<file path="config.mk">
export PLATFORM = sky130hd
export DESIGN_NAME = narrow_cfg_array
export DESIGN_NICKNAME = d
export VERILOG_FILES = /design/src/rtl/nca_pkg.sv /design/src/rtl/nca_fu.sv /design/src/rtl/nca_width_check.sv /design/src/rtl/nca_iter_ctrl.sv /design/src/rtl/narrow_cfg_array.sv
export SDC_FILE = /design/constraint.sdc
export NUM_CORES = 1
export LEC_CHECK = 0
export CAP_MARGIN = 20
export CORE_UTILIZATION = 53
export DETAILED_ROUTE_END_ITERATION = 10
export HOLD_SLACK_MARGIN = 0.03
export PLACE_DENSITY_LB_ADDON = 0.12
export SLEW_MARGIN = 20
export SYNTH_ARGS = -nofsm -noshare
export SYNTH_HDL_FRONTEND = slang
export SYNTH_SLANG_ARGS = --single-unit
</file>
<file path="constraint.sdc">
create_clock -name clk -period 6.8 [get_ports clk]
set_input_delay 1.02 -clock clk [delete_from_list [all_inputs] [get_ports clk]]
set_output_delay 1.02 -clock clk [all_outputs]
set_load 0.02 [all_outputs]
</file>
<file path="src/rtl/nca_pkg.sv">
package nca_pkg;

    typedef logic [2:0] opcode_t;

    localparam opcode_t OPC_ADD = 3'd0;
    localparam opcode_t OPC_SUB = 3'd1;
    localparam opcode_t OPC_AND = 3'd2;
    localparam opcode_t OPC_OR  = 3'd3;
    localparam opcode_t OPC_XOR = 3'd4;

    // number of functional units in the fixed tree: two in row 1, one in row 2
    localparam int NUM_FU = 3;
    localparam int NUM_OPND = 4;

    typedef enum logic {ST_IDLE, ST_RUN} run_state_e;

    function automatic logic is_arith(input opcode_t op);
        return (op == OPC_ADD) || (op == OPC_SUB);
    endfunction

    // carry fed into the low-byte pass: subtract starts with +1
    function automatic logic carry_seed(input opcode_t op);
        return (op == OPC_SUB);
    endfunction

endpackage

</file>
<file path="src/rtl/nca_fu.sv">
module nca_fu
    import nca_pkg::*;
#(
    parameter int W = 8
) (
    input  opcode_t        op,
    input  logic [W-1:0]   x,
    input  logic [W-1:0]   y,
    input  logic           cin,
    output logic [W-1:0]   z,
    output logic           cout
);

    logic [W-1:0] y_eff;
    logic [W:0]   sum;

    always_comb begin
        y_eff = (op == OPC_SUB) ? ~y : y;
        sum   = {1'b0, x} + {1'b0, y_eff} + {{W{1'b0}}, cin};
        z     = '0;
        cout  = 1'b0;
        case (op)
            OPC_ADD, OPC_SUB: begin
                z    = sum[W-1:0];
                cout = sum[W];
            end
            OPC_AND: z = x & y;
            OPC_OR:  z = x | y;
            OPC_XOR: z = x ^ y;
            default: z = '0;
        endcase
    end

endmodule

</file>
<file path="src/rtl/nca_width_check.sv">
module nca_width_check
    import nca_pkg::*;
#(
    parameter int WORD_W  = 32,
    parameter int SLICE_W = 8
) (
    input  logic [NUM_OPND-1:0][WORD_W-1:0] words,
    input  opcode_t [NUM_FU-1:0]            ops,
    input  logic [NUM_FU-1:0]               couts,
    output logic                            need_more
);

    logic upper_used;
    logic carry_leak;

    always_comb begin
        upper_used = 1'b0;
        for (int i = 0; i < NUM_OPND; i++) begin
            if (|words[i][WORD_W-1:SLICE_W]) upper_used = 1'b1;
        end
        carry_leak = 1'b0;
        for (int j = 0; j < NUM_FU; j++) begin
            // a carry that differs from its seed would alter the upper bytes
            if (is_arith(ops[j]) && (couts[j] != carry_seed(ops[j]))) carry_leak = 1'b1;
        end
        need_more = upper_used || carry_leak;
    end

endmodule

</file>
<file path="src/rtl/nca_iter_ctrl.sv">
module nca_iter_ctrl
    import nca_pkg::*;
#(
    parameter int NPASS = 4,
    parameter int PW    = (NPASS > 1) ? $clog2(NPASS) : 1
) (
    input  logic          clk,
    input  logic          rst,
    input  logic          start,
    input  logic          need_more,
    output logic          busy,
    output logic          done,
    output logic          accept,
    output logic          iterate,
    output logic          first_pass,
    output logic [PW-1:0] pass_idx
);

    run_state_e    state_q;
    logic [PW-1:0] pass_q;
    logic          done_q;
    logic          finish;

    assign busy       = (state_q == ST_RUN);
    assign accept     = start && (state_q == ST_IDLE);
    assign first_pass = (pass_q == '0);
    assign pass_idx   = pass_q;
    assign finish     = busy && ((pass_q == PW'(NPASS - 1)) || (first_pass && !need_more));
    assign iterate    = busy && !finish;
    assign done       = done_q;

    always_ff @(posedge clk) begin
        if (rst) begin
            state_q <= ST_IDLE;
            pass_q  <= '0;
            done_q  <= 1'b0;
        end else begin
            done_q <= finish;
            if (accept) begin
                state_q <= ST_RUN;
                pass_q  <= '0;
            end else if (finish) begin
                state_q <= ST_IDLE;
                pass_q  <= '0;
            end else if (iterate) begin
                pass_q <= pass_q + 1'b1;
            end
        end
    end

endmodule

</file>
<file path="src/rtl/narrow_cfg_array.sv">
module narrow_cfg_array
    import nca_pkg::*;
#(
    parameter int WORD_W  = 32,
    parameter int SLICE_W = 8
) (
    input  logic              clk,
    input  logic              rst,
    input  logic              start,
    input  logic [2:0]        cfg_f1,
    input  logic [2:0]        cfg_f2,
    input  logic [2:0]        cfg_f3,
    input  logic [WORD_W-1:0] opa,
    input  logic [WORD_W-1:0] opb,
    input  logic [WORD_W-1:0] opc,
    input  logic [WORD_W-1:0] opd,
    output logic              busy,
    output logic              done,
    output logic [WORD_W-1:0] res1,
    output logic [WORD_W-1:0] res2
);

    localparam int NPASS = WORD_W / SLICE_W;
    localparam int PW    = (NPASS > 1) ? $clog2(NPASS) : 1;

    // operand registers, shifted down one slice per pass
    logic [NUM_OPND-1:0][WORD_W-1:0] opnd_q;
    opcode_t [NUM_FU-1:0]            ops_q;
    logic [NUM_FU-1:0]               carry_q;
    logic [WORD_W-1:0]               res1_q, res2_q;

    logic [NUM_FU-1:0][SLICE_W-1:0]  fu_x, fu_y, fu_z;
    logic [NUM_FU-1:0]               fu_cin, fu_cout;

    logic          accept, iterate, first_pass, need_more;
    logic [PW-1:0] pass_idx;

    // tree wiring: unit 0 = f1(A,B), unit 1 = f2(C,D), unit 2 = f3(u0,u1)
    assign fu_x[0] = opnd_q[0][SLICE_W-1:0];
    assign fu_y[0] = opnd_q[1][SLICE_W-1:0];
    assign fu_x[1] = opnd_q[2][SLICE_W-1:0];
    assign fu_y[1] = opnd_q[3][SLICE_W-1:0];
    assign fu_x[2] = fu_z[0];
    assign fu_y[2] = fu_z[1];

    for (genvar g = 0; g < NUM_FU; g++) begin : g_fu
        assign fu_cin[g] = first_pass ? carry_seed(ops_q[g]) : carry_q[g];
        nca_fu #(.W(SLICE_W)) u_fu (
            .op   (ops_q[g]),
            .x    (fu_x[g]),
            .y    (fu_y[g]),
            .cin  (fu_cin[g]),
            .z    (fu_z[g]),
            .cout (fu_cout[g])
        );
    end

    nca_width_check #(.WORD_W(WORD_W), .SLICE_W(SLICE_W)) u_wchk (
        .words     (opnd_q),
        .ops       (ops_q),
        .couts     (fu_cout),
        .need_more (need_more)
    );

    nca_iter_ctrl #(.NPASS(NPASS), .PW(PW)) u_ctrl (
        .clk        (clk),
        .rst        (rst),
        .start      (start),
        .need_more  (need_more),
        .busy       (busy),
        .done       (done),
        .accept     (accept),
        .iterate    (iterate),
        .first_pass (first_pass),
        .pass_idx   (pass_idx)
    );

    always_ff @(posedge clk) begin
        if (rst) begin
            opnd_q  <= '0;
            ops_q   <= '0;
            carry_q <= '0;
            res1_q  <= '0;
            res2_q  <= '0;
        end else if (accept) begin
            opnd_q  <= {opd, opc, opb, opa};
            ops_q   <= {cfg_f3, cfg_f2, cfg_f1};
            carry_q <= '0;
            res1_q  <= '0;
            res2_q  <= '0;
        end else if (busy) begin
            res1_q[int'(pass_idx)*SLICE_W +: SLICE_W] <= fu_z[2];
            res2_q[int'(pass_idx)*SLICE_W +: SLICE_W] <= fu_z[0];
            carry_q <= fu_cout;
            if (iterate) begin
                for (int i = 0; i < NUM_OPND; i++) begin
                    opnd_q[i] <= opnd_q[i] >> SLICE_W;
                end
            end
        end
    end

    assign res1 = res1_q;
    assign res2 = res2_q;

endmodule

</file>
; After elaboration in Yosys (flattened, before gate mapping)
; Index checks and enable logic that the tools add are counted.
[totals]
register_bits = 208
latch_bits = 0
ramBits = 0
mem_bits_ro = 0
in_bits = 140
output_inout_bits = 66
elab_cells = 110
n_memories = 0
[op_classes]
add_sub_neg = 8
mul = 0
n_div = 0
order_cmp = 0
n_eq_ne = 16
shift = 3
n_mux = 26
n_bitwise = 13
n_reduce_logical = 31
[ops]
columns = cell, n
row1 = two-way mux 128 bit, 3
row2 = one-hot mux 8 bit (4 select lines), 3
row3 = OR reduction 24 bit, 4
row4 = variable part select 8 x 33 -> 32 bit, 2
row5 = bitwise mux 32 bit, 2
row6 = negator 5 -> 33 bit, 1
row7 = "variable shift 8 x 33 -> 32 bit, first input constant", 1
row8 = adder 8 x 8 -> 9 bit, 3
row9 = adder 9 x 1 -> 9 bit, 3
row10 = AND 8 bit, 3
row11 = two-way mux 8 bit, 3
row12 = NOT 8 bit, 3
row13 = OR 8 bit, 3
row14 = bitwise XOR 8 bit, 3
row15 = "equality test 3 x 2 -> 1 bit, second input constant", 6
row16 = two-way mux 1 bit, 15
row17 = "equality test 3 x 1 -> 1 bit, second input constant", 3
row18 = "equality test 3 bit, second input constant", 3
row19 = zero test 3 bit, 3
row20 = OR reduction 2 bit, 4
row21 = logical AND 1 bit, 7
row22 = nonzero test 2 bit, 3
row23 = logical OR 1 bit, 5
row24 = != test 1 bit, 3
row25 = other kinds (7), 8

; Depth between registers and ports, before layout
; Gate-level depths: netlist of run 1.
[depth]
word_depth = 23
depth_mapped = 23
mapped_depth_nobuf = 20

; Modules after synthesis
; Synthesis of run 1 repeated with hierarchy kept, for this count alone.
[hier_totals]
cells_unflattened = 1440
hier_area_um2 = 12192.9
[by_module_without_submodules]
columns = module, n_inst, cells_per_inst, area_per_inst_um2, seq_area_each_um2
row1 = narrow_cfg_array, 1, 997, 8896.0, 4083.9
row2 = nca_fu, 3, 127, 943.4, 0.0
row3 = nca_width_check, 1, 40, 255.2, 0.0
row4 = nca_iter_ctrl, 1, 22, 211.5, 80.1

; Least setup slack after synthesis of run 1
; OpenSTA, ideal clock, no wires.
[synth_path]
path_kind = reg2reg
from = register ops_q[2] (netlist bit)
to = register opnd_q (netlist bit fu_x[0])
setup_ns = 0.071
arrival_time_ns = 5.352
required_time_ns = 6.729
setup_slack_ns = 1.377
path_stages_with_launch = 23
path_buffers = 3
period_less_slack_ns = 5.423
path_cell_list = dfxtp_1 -> clkbuf_1 -> nor2_1 -> and2_1 -> clkbuf_1 -> xnor2_1 -> fa_1 -> inv_1 -> fa_1 -> nor2b_1 -> o31a_1 -> o21a_1 -> or3_1 -> a31oi_1 -> inv_1 -> ha_1 -> or4_1 -> o22a_1 -> mux2_4 -> nand4b_4 -> a2111oi_4 -> buf_6 -> o2bb2ai_1
[synth_via]
elab_chain_cells = 20
elab_cells_between_ends = 32
classes_between = add/sub: 4 / eq/ne: 6 / mux: 8 / reduce/logical: 14
[synth_rtl]
columns = element, line
row1 = from (decl), narrow_cfg_array.sv:28  ; opcode_t [NUM_FU-1:0] ops_q;
row2 = from (signal assigned), narrow_cfg_array.sv:87  ; ops_q <= {cfg_f3, cfg_f2, cfg_f1};
row3 = equality test 3 x 1 -> 1 bit, -
row4 = two-way mux 8 bit, nca_fu.sv:18  ; y_eff = (op == OPC_SUB) ? ~y : y;
row5 = adder 8 x 8 -> 9 bit, nca_fu.sv:19  ; sum = {1'b0, x} + {1'b0, y_eff} + {{W{1'b0}}, cin};
row6 = adder 9 x 1 -> 9 bit, nca_fu.sv:19
row7 = one-hot mux 8 bit (4 select lines), nca_fu.sv:22  ; case (op)
row8 = adder 8 x 8 -> 9 bit, nca_fu.sv:19
row9 = adder 9 x 1 -> 9 bit, nca_fu.sv:19
row10 = two-way mux 1 bit, nca_fu.sv:22
row11 = (+4 left out), -
row12 = zero test 1 bit (*), nca_iter_ctrl.sv:28  ; assign finish = busy && ((pass_q == PW'(NPASS - 1)) || (first_pass && !need_more));
row13 = logical AND 1 bit (*), nca_iter_ctrl.sv:28
row14 = logical OR 1 bit (*), nca_iter_ctrl.sv:28
row15 = logical AND 1 bit (*), nca_iter_ctrl.sv:28
row16 = zero test 1 bit (*), nca_iter_ctrl.sv:29  ; assign iterate = busy && !finish;
row17 = logical AND 1 bit (*), nca_iter_ctrl.sv:29
row18 = nonzero test 2 bit (no source line) (*), -
row19 = AND reduction 2 bit (no source line) (*), -
row20 = to (signal assigned), narrow_cfg_array.sv:86  ; opnd_q <= {opd, opc, opb, opa};
row21 = "to (signal, indexed assignment)", narrow_cfg_array.sv:97  ; opnd_q[i] <= opnd_q[i] >> SLICE_W;
row22 = to (decl), narrow_cfg_array.sv:27  ; logic [NUM_OPND-1:0][WORD_W-1:0] opnd_q;
; Mark *: on every way between the ends. The rest lies on a longest branch, timed or not.
; A chain may end at the register's enable or synchronous reset.

; Worst setup path after layout of run 1
[layout_path]
from = register u_ctrl.pass_q[0] (netlist: u_ctrl.pass_idx[0])
to = register opnd_q (netlist bit fu_x[1])
[layout_via]
elab_chain_cells = 21
elab_cells_between_ends = 34
classes_between = add/sub: 4 / eq/ne: 4 / mux: 12 / bitwise: 1 / reduce/logical: 13
[layout_rtl]
columns = element, line
row1 = from (decl), nca_iter_ctrl.sv:20  ; logic [PW-1:0] pass_q;
row2 = from (signal assigned), nca_iter_ctrl.sv:46  ; pass_q <= pass_q + 1'b1;
row3 = zero test 2 bit, nca_iter_ctrl.sv:26  ; assign first_pass = (pass_q == '0);
row4 = two-way mux 1 bit, narrow_cfg_array.sv:47  ; assign fu_cin[g] = first_pass ? carry_seed(ops_q[g]) : carry_q[g];
row5 = adder 9 x 1 -> 9 bit, nca_fu.sv:19
row6 = one-hot mux 8 bit (4 select lines), nca_fu.sv:22
row7 = NOT 8 bit, nca_fu.sv:18
row8 = two-way mux 8 bit, nca_fu.sv:18
row9 = adder 8 x 8 -> 9 bit, nca_fu.sv:19
row10 = adder 9 x 1 -> 9 bit, nca_fu.sv:19
row11 = (+5 left out), -
row12 = zero test 1 bit, nca_iter_ctrl.sv:28
row13 = logical AND 1 bit, nca_iter_ctrl.sv:28
row14 = logical OR 1 bit (*), nca_iter_ctrl.sv:28
row15 = logical AND 1 bit (*), nca_iter_ctrl.sv:28
row16 = zero test 1 bit (*), nca_iter_ctrl.sv:29
row17 = logical AND 1 bit (*), nca_iter_ctrl.sv:29
row18 = nonzero test 2 bit (no source line) (*), -
row19 = AND reduction 2 bit (no source line) (*), -
; Marks and branches as above.

==> results of run 1 <==
cell families (layout without fill, tap and decap cells):
kind of cell | count (synthesis) | in the layout | share of synthesized area, %
xor+xnor | 26 | 26 | 2.07
fa+ha+maj | 79 | 79 | 9.39
compound gates | 469 | 469 | 30.5
buf+inv | 166 | 340 | 5.89
mux | 24 | 24 | 2.42
flops | 208 | 208 | 37.8
simple gates | 282 | 282 | 11.9
critical path, stage by stage (launching register included):
cell	delay (ps)
dfxtp_1	380
inv_1	220
ha_1	570
mux2_2	430
fa_1	410
inv_1	90
fa_1	190
nor2b_1	70
o31a_1	270
o21a_1	190
or3_1	300
a31oi_1	170
buf_4	160
inv_1	60
ha_1	250
or4_1	420
o22a_1	230
mux2_4	320
nand4b_4	180
a2111oi_4	330
buf_4	400
o2bb2ai_1	160
power groups by stage:
| stage | clock network (mW) | logic, mW | registers [mW] |
|---|---|---|---|
| 6_report | 1.31 | 0.852 | 1.36 |
| 5_1_grt | 1.38 | 0.940 | 1.36 |
| 4_1_cts | 1.33 | 0.845 | 1.35 |
| 3_5_place_dp | 0 | 0.839 | 1.38 |
| 3_3_place_gp | 0 | 0.827 | 1.38 |
| 2_1_floorplan | 0 | 0.562 | 1.36 |
synth_stat cells (19+ instances only):
master	number	area, um^2
a21oi_1	114	571
a22o_1	32	280
a22oi_1	153	1150
clkbuf_1	78	293
dfxtp_1	208	4160
ha_1	73	913
inv_1	74	278
nand2_1	97	364
nor2_1	100	375
nor4_1	25	156
o21ai_0	20	100
o22ai_1	19	119
o2bb2ai_1	31	272
xnor2_1	21	184
registers in the layout, indices dropped and copies added, names as in the netlist:
name,flops
fu_x,16
res1,32
fu_y,16
ops_q,9
res2,32
u_ctrl.pass_idx,2
carry_q,3
opnd_q,96
u_ctrl.done,1
u_ctrl.busy,1
cell type report:
cell class              count  area (um^2)
clock buffers              31          646
clock inverters             9          151
fillers                  1678         6250
inverters                  75          282
multi-input cells         880         6260
flip-flops and latches    208         4160
well taps                 270          338
repair buffers            225         2210
routing by layer:
layer	vias to the layer above	track usage, %	wire [um]
met5	-	0	0
met4	0	13.7	1430
met3	76	5.38	2280
met2	402	50.5	15400
met1	4875	39.4	14200
li1	4970	-	-
worst paths after layout:
path / slack (ps) / depth (start not counted) / start / end
max: 930 / 21 / u_ctrl.pass_idx[0] / fu_x[1]
min reg2reg: 460 / 2 / res2[22] / res2[22]
max reg2reg: 930 / 21 / u_ctrl.pass_idx[0] / fu_x[1]
min: 460 / 2 / res2[22] / res2[22]
per-stage QoR:
stage / cells / total power [mW]
floorplan: 1254 / 1.92
global placement: 1657 / 2.21
detailed placement: 1657 / 2.22
CTS: 1697 / 3.53
global route: 1698 / 3.68
finish: 1698 / 3.52
==> flow_summary.toml, run 1 <==
[die]
fp.dieArea_mm2 = 0.0214
rows = 52
core_mm2 = 0.0203
io_pins = 206
die_y_um = 146
start_util_pct = 54.2
die_w_um = 146

[route]
drtIter0Drc = 740
drc = 0
wire_per_inst_um = 19.6
finalWirelength_um = 33300
ant_nets = 0
first_pass_iters = 5
vias = 10300
drt-vias-per-instance = 6.08

[logic_synthesis]
syn_area_per_cell_um2 = 8.78
syn_area_mm2 = 0.0110
seq_area_frac_synth_pct = 37.8
dominantRegCellSynth = "dfxtp_1"
ys_types = 64
syn_inst = 1254
syn-num-nets = 1473
yosysWarnings = 0
synth_edf_count = 0
synth-seq-cells = 208
async_flop_share_pct = 0

[timing]
whs_ps = 455
slew_violations = 0
fin_worst_skew_ps = 11.3
tns_ps = 0
rsz0062_at_grt = "false"
fin_crit_sh_pct = 86.3
slew_headroom_pct = 25.5
setup_viol = 0
min_period_ps = 5870
hold_violations = 0
fmax_mhz = 170
setup_ws_ps = 930
tightest_slew_ps = 1110

[final_layout]
diodes = 0
drive_gt1_share_pct = 6.37
layout_common_cells = "dfxtp_1, clkdlybuf4s50_1, a22oi_1"
final_cell_area_mm2 = 0.0140
nNetsFinal = 1631
area_growth_pct = 27.6
utilization_pct = 69.2
layout.cells.most_common = "dfxtp_1"

[critical_path]
criticalPathCategory = "reg -> reg"
critPathRequiredTime_ps = 7230
arrival_ps = 6300
worstPathMaxFanout = 32
critPathCaptureType = "flip-flop"
startpoint_type = "flip-flop"

[outcome]
status = "completed"

[grt]
antenna_found_initial = 0
grt_pass1_vias = 9811
overflow = 0
grt_max_degree = 99
grt_pass1_wl_um = 52900
track_usage_pct = 30.7

[cts]
cts_buffers = 22
clk_pin_slew_ps = 60
insertion_delay_ps = 510
cts_buffer_depth = 3
cts_sinks = 208
ctsHtreeMaxLevel = 1
post-cts-setup-buffers = 0
cts_tree = "built"
ctsResizeCount = 0
holdBufCountCts = 0
root_buffer = "clkbuf_16"

[run]
maxCapViolations = 0

[power]
pwr-share-clk_pct = 37.3
switchingPower_mw = 1.05
p_leak_nw = 5.20
swShare_pct = 29.8
p_per_area_mw_per_mm2 = 251
power_frac_seq_pct = 38.5
p_comb_share_pct = 24.2
p_int_mw = 2.47
ir_drop_mv = 0.198

[placement]
place_congestion = 0.885
post-place-ws_ps = 974
place_hpwl_um = 24100
port_buffers = 205
dpl_cell_area_mm2 = 0.0132

[min_path]
hold_class = "reg -> reg"
(Power assumes the default switching activity.)
==> run 2: changes to the inputs <==
--- a/config.mk
+++ b/config.mk
@@ -6,7 +6,8 @@
 export NUM_CORES = 1
 export LEC_CHECK = 0
 export CAP_MARGIN = 20
-export CORE_UTILIZATION = 53
+export CORE_MARGIN = 2
+export CORE_UTILIZATION = 49
 export DETAILED_ROUTE_END_ITERATION = 10
 export HOLD_SLACK_MARGIN = 0.03
 export PLACE_DENSITY_LB_ADDON = 0.12
==> flow_summary.toml, run 2 (synthesis results as in run 1) <==
[outcome]
status = "completed"

[cts]
cts_sinks = 208
holdBufCountCts = 0
cts_tree = "built"
cts_buffer_depth = 3
root_buffer = "clkbuf_16"
post-cts-setup-buffers = 0
cts_buffers = 23
insertion_delay_ps = 530
ctsHtreeMaxLevel = 1
clk_pin_slew_ps = 70
ctsResizeCount = 0

[final_layout]
nNetsFinal = 1631
regMostFlops = "opnd_q"
final_cell_area_mm2 = 0.0140
largest_reg_flops = 96
diodes = 0
drive_gt1_share_pct = 6.58
layout.cells.most_common = "dfxtp_1"
area_growth_pct = 27.4
layout_common_cells = "dfxtp_1, clkdlybuf4s50_1, a22oi_1"

[grt]
track_usage_pct = 27.7
grt_pass1_wl_um = 53300
antenna_found_initial = 1
grt_pass1_vias = 9749
grt_max_degree = 100
overflow = 0

[critical_path]
criticalPathCategory = "reg -> reg"
cp_common_cell = "inv_1"
startpoint_type = "flip-flop"
critPathCaptureType = "flip-flop"
worstPathMaxFanout = 32
crit_slowest_cell = "ha_1"
critPathRequiredTime_ps = 7240
critPathMaxStageDelay_ps = 600
arrival_ps = 6400
worstPathCellList = "inv_1 -> ha_1 -> mux2_2 -> fa_1 -> inv_1 -> fa_1 -> nor2b_1 -> o31a_1 -> o21a_1 -> or3_1 -> a31oi_1 -> buf_4 -> inv_1 -> ha_1 -> or4_1 -> o22a_1 -> mux2_4 -> nand4b_4 -> a2111oi_4 -> buf_4 -> o2bb2ai_1"

[route]
ant_nets = 0
drc = 0
wire_per_inst_um = 19.7
drtIter0Drc = 768
finalWirelength_um = 33600
vias = 10300
first_pass_iters = 6
drt-vias-per-instance = 6.06

[timing]
tightest_slew_ps = 1120
rsz0062_at_grt = "false"
hold_violations = 0
slew_headroom_pct = 24.9
whs_ps = 452
tns_ps = 0
fin_crit_sh_pct = 87.7
setup_viol = 0
fin_worst_skew_ps = 16.7
min_period_ps = 5970
slew_violations = 0
fmax_mhz = 168

[die]
rows = 54
fp.dieArea_mm2 = 0.0237
core_mm2 = 0.0220
die_w_um = 154
start_util_pct = 50.1
die_y_um = 154
io_pins = 206

[min_path]
hold_class = "reg -> reg"

[power]
p_leak_nw = 5.18
p_per_area_mw_per_mm2 = 247
power_mw = 3.47
ir_drop_mv = 0.175

[placement]
dpl_cell_area_mm2 = 0.0133
port_buffers = 205
place_hpwl_um = 24100
place_congestion = 0.958

[run]
maxCapViolations = 0
-- run 2: cell types whose count changed in the layout (fill, tap and decap cells not counted), sizes merged --
| cell | change |
|---|---|
| clkinv | +5 |
| bufinv | -2 |
| clkbuf | -2 |
| buf | -1 |
-- run 2: final cells by class --
| class | instances | area, um^2 |
|---|---|---|
| clock inverters | 12 | 124 |
| fillers | 1908 | 7930 |
| well taps | 280 | 350 |
| repair buffers | 224 | 2200 |
| clock buffers | 29 | 628 |
| inverters | 75 | 282 |
| multi-input cells | 880 | 6270 |
| flip-flops and latches | 208 | 4160 |
-- run 2: final timing paths --
kind	depth (start not counted)	slack [ps]	startpoint	to
hold / removal	2	450	res2[14]	res2[14]
setup reg to reg	21	830	u_ctrl.pass_idx[0]	fu_x[13]
setup / recovery	21	830	u_ctrl.pass_idx[0]	fu_x[13]
hold reg to reg	2	450	res2[14]	res2[14]
-- run 2: stage by stage --
step,utilization (%),worst slack [ps],instances
detailed placement,60.4,898,1667
floorplan,-,1380,1254
global placement,60.4,1060,1666
global route,63.9,520,1708
finish,63.9,833,1708
CTS,63.9,861,1708
-- run 2: where the power goes --
part           switching, mW  internal (mW)
clock                  0.519          0.732
combinational          0.488          0.374
sequential            0.0698           1.28
-- run 2: critical path, delay by kind of cell (launching register included) --
kind	cells	cell delay, ps
AO/OA/AOI/OAI	6	1350
adder cells (fa/ha/maj)	4	1440
buffers and inverters	5	960
flip-flops	1	390
multiplexers	2	740
AND/OR/NAND/NOR	4	970
-- run 2: metal layers --
| metal | vias up | GRT usage, % | share of wire (%) |
|---|---|---|---|
| li1 | 4970 | - | - |
| met1 | 4909 | 37.0 | 44 |
| met2 | 398 | 45.2 | 46 |
| met3 | 72 | 4.74 | 7.1 |
| met4 | 0 | 9.92 | 3.5 |
| met5 | - | 0 | 0 |
==> run 3: changes to the inputs <==
--- a/config.mk
+++ b/config.mk
@@ -5,11 +5,12 @@
 export SDC_FILE = /design/constraint.sdc
 export NUM_CORES = 1
 export LEC_CHECK = 0
+export ABC_CLOCK_PERIOD_IN_PS = 6800
 export CAP_MARGIN = 20
 export CORE_MARGIN = 2
 export CORE_UTILIZATION = 49
 export DETAILED_ROUTE_END_ITERATION = 10
-export HOLD_SLACK_MARGIN = 0.03
+export HOLD_SLACK_MARGIN = 0.08
 export PLACE_DENSITY_LB_ADDON = 0.12
 export SLEW_MARGIN = 20
 export SYNTH_ARGS = -nofsm -noshare
==> results of run 3 <==
No change in the layout: final DEF, timing and power equal those of run 2.
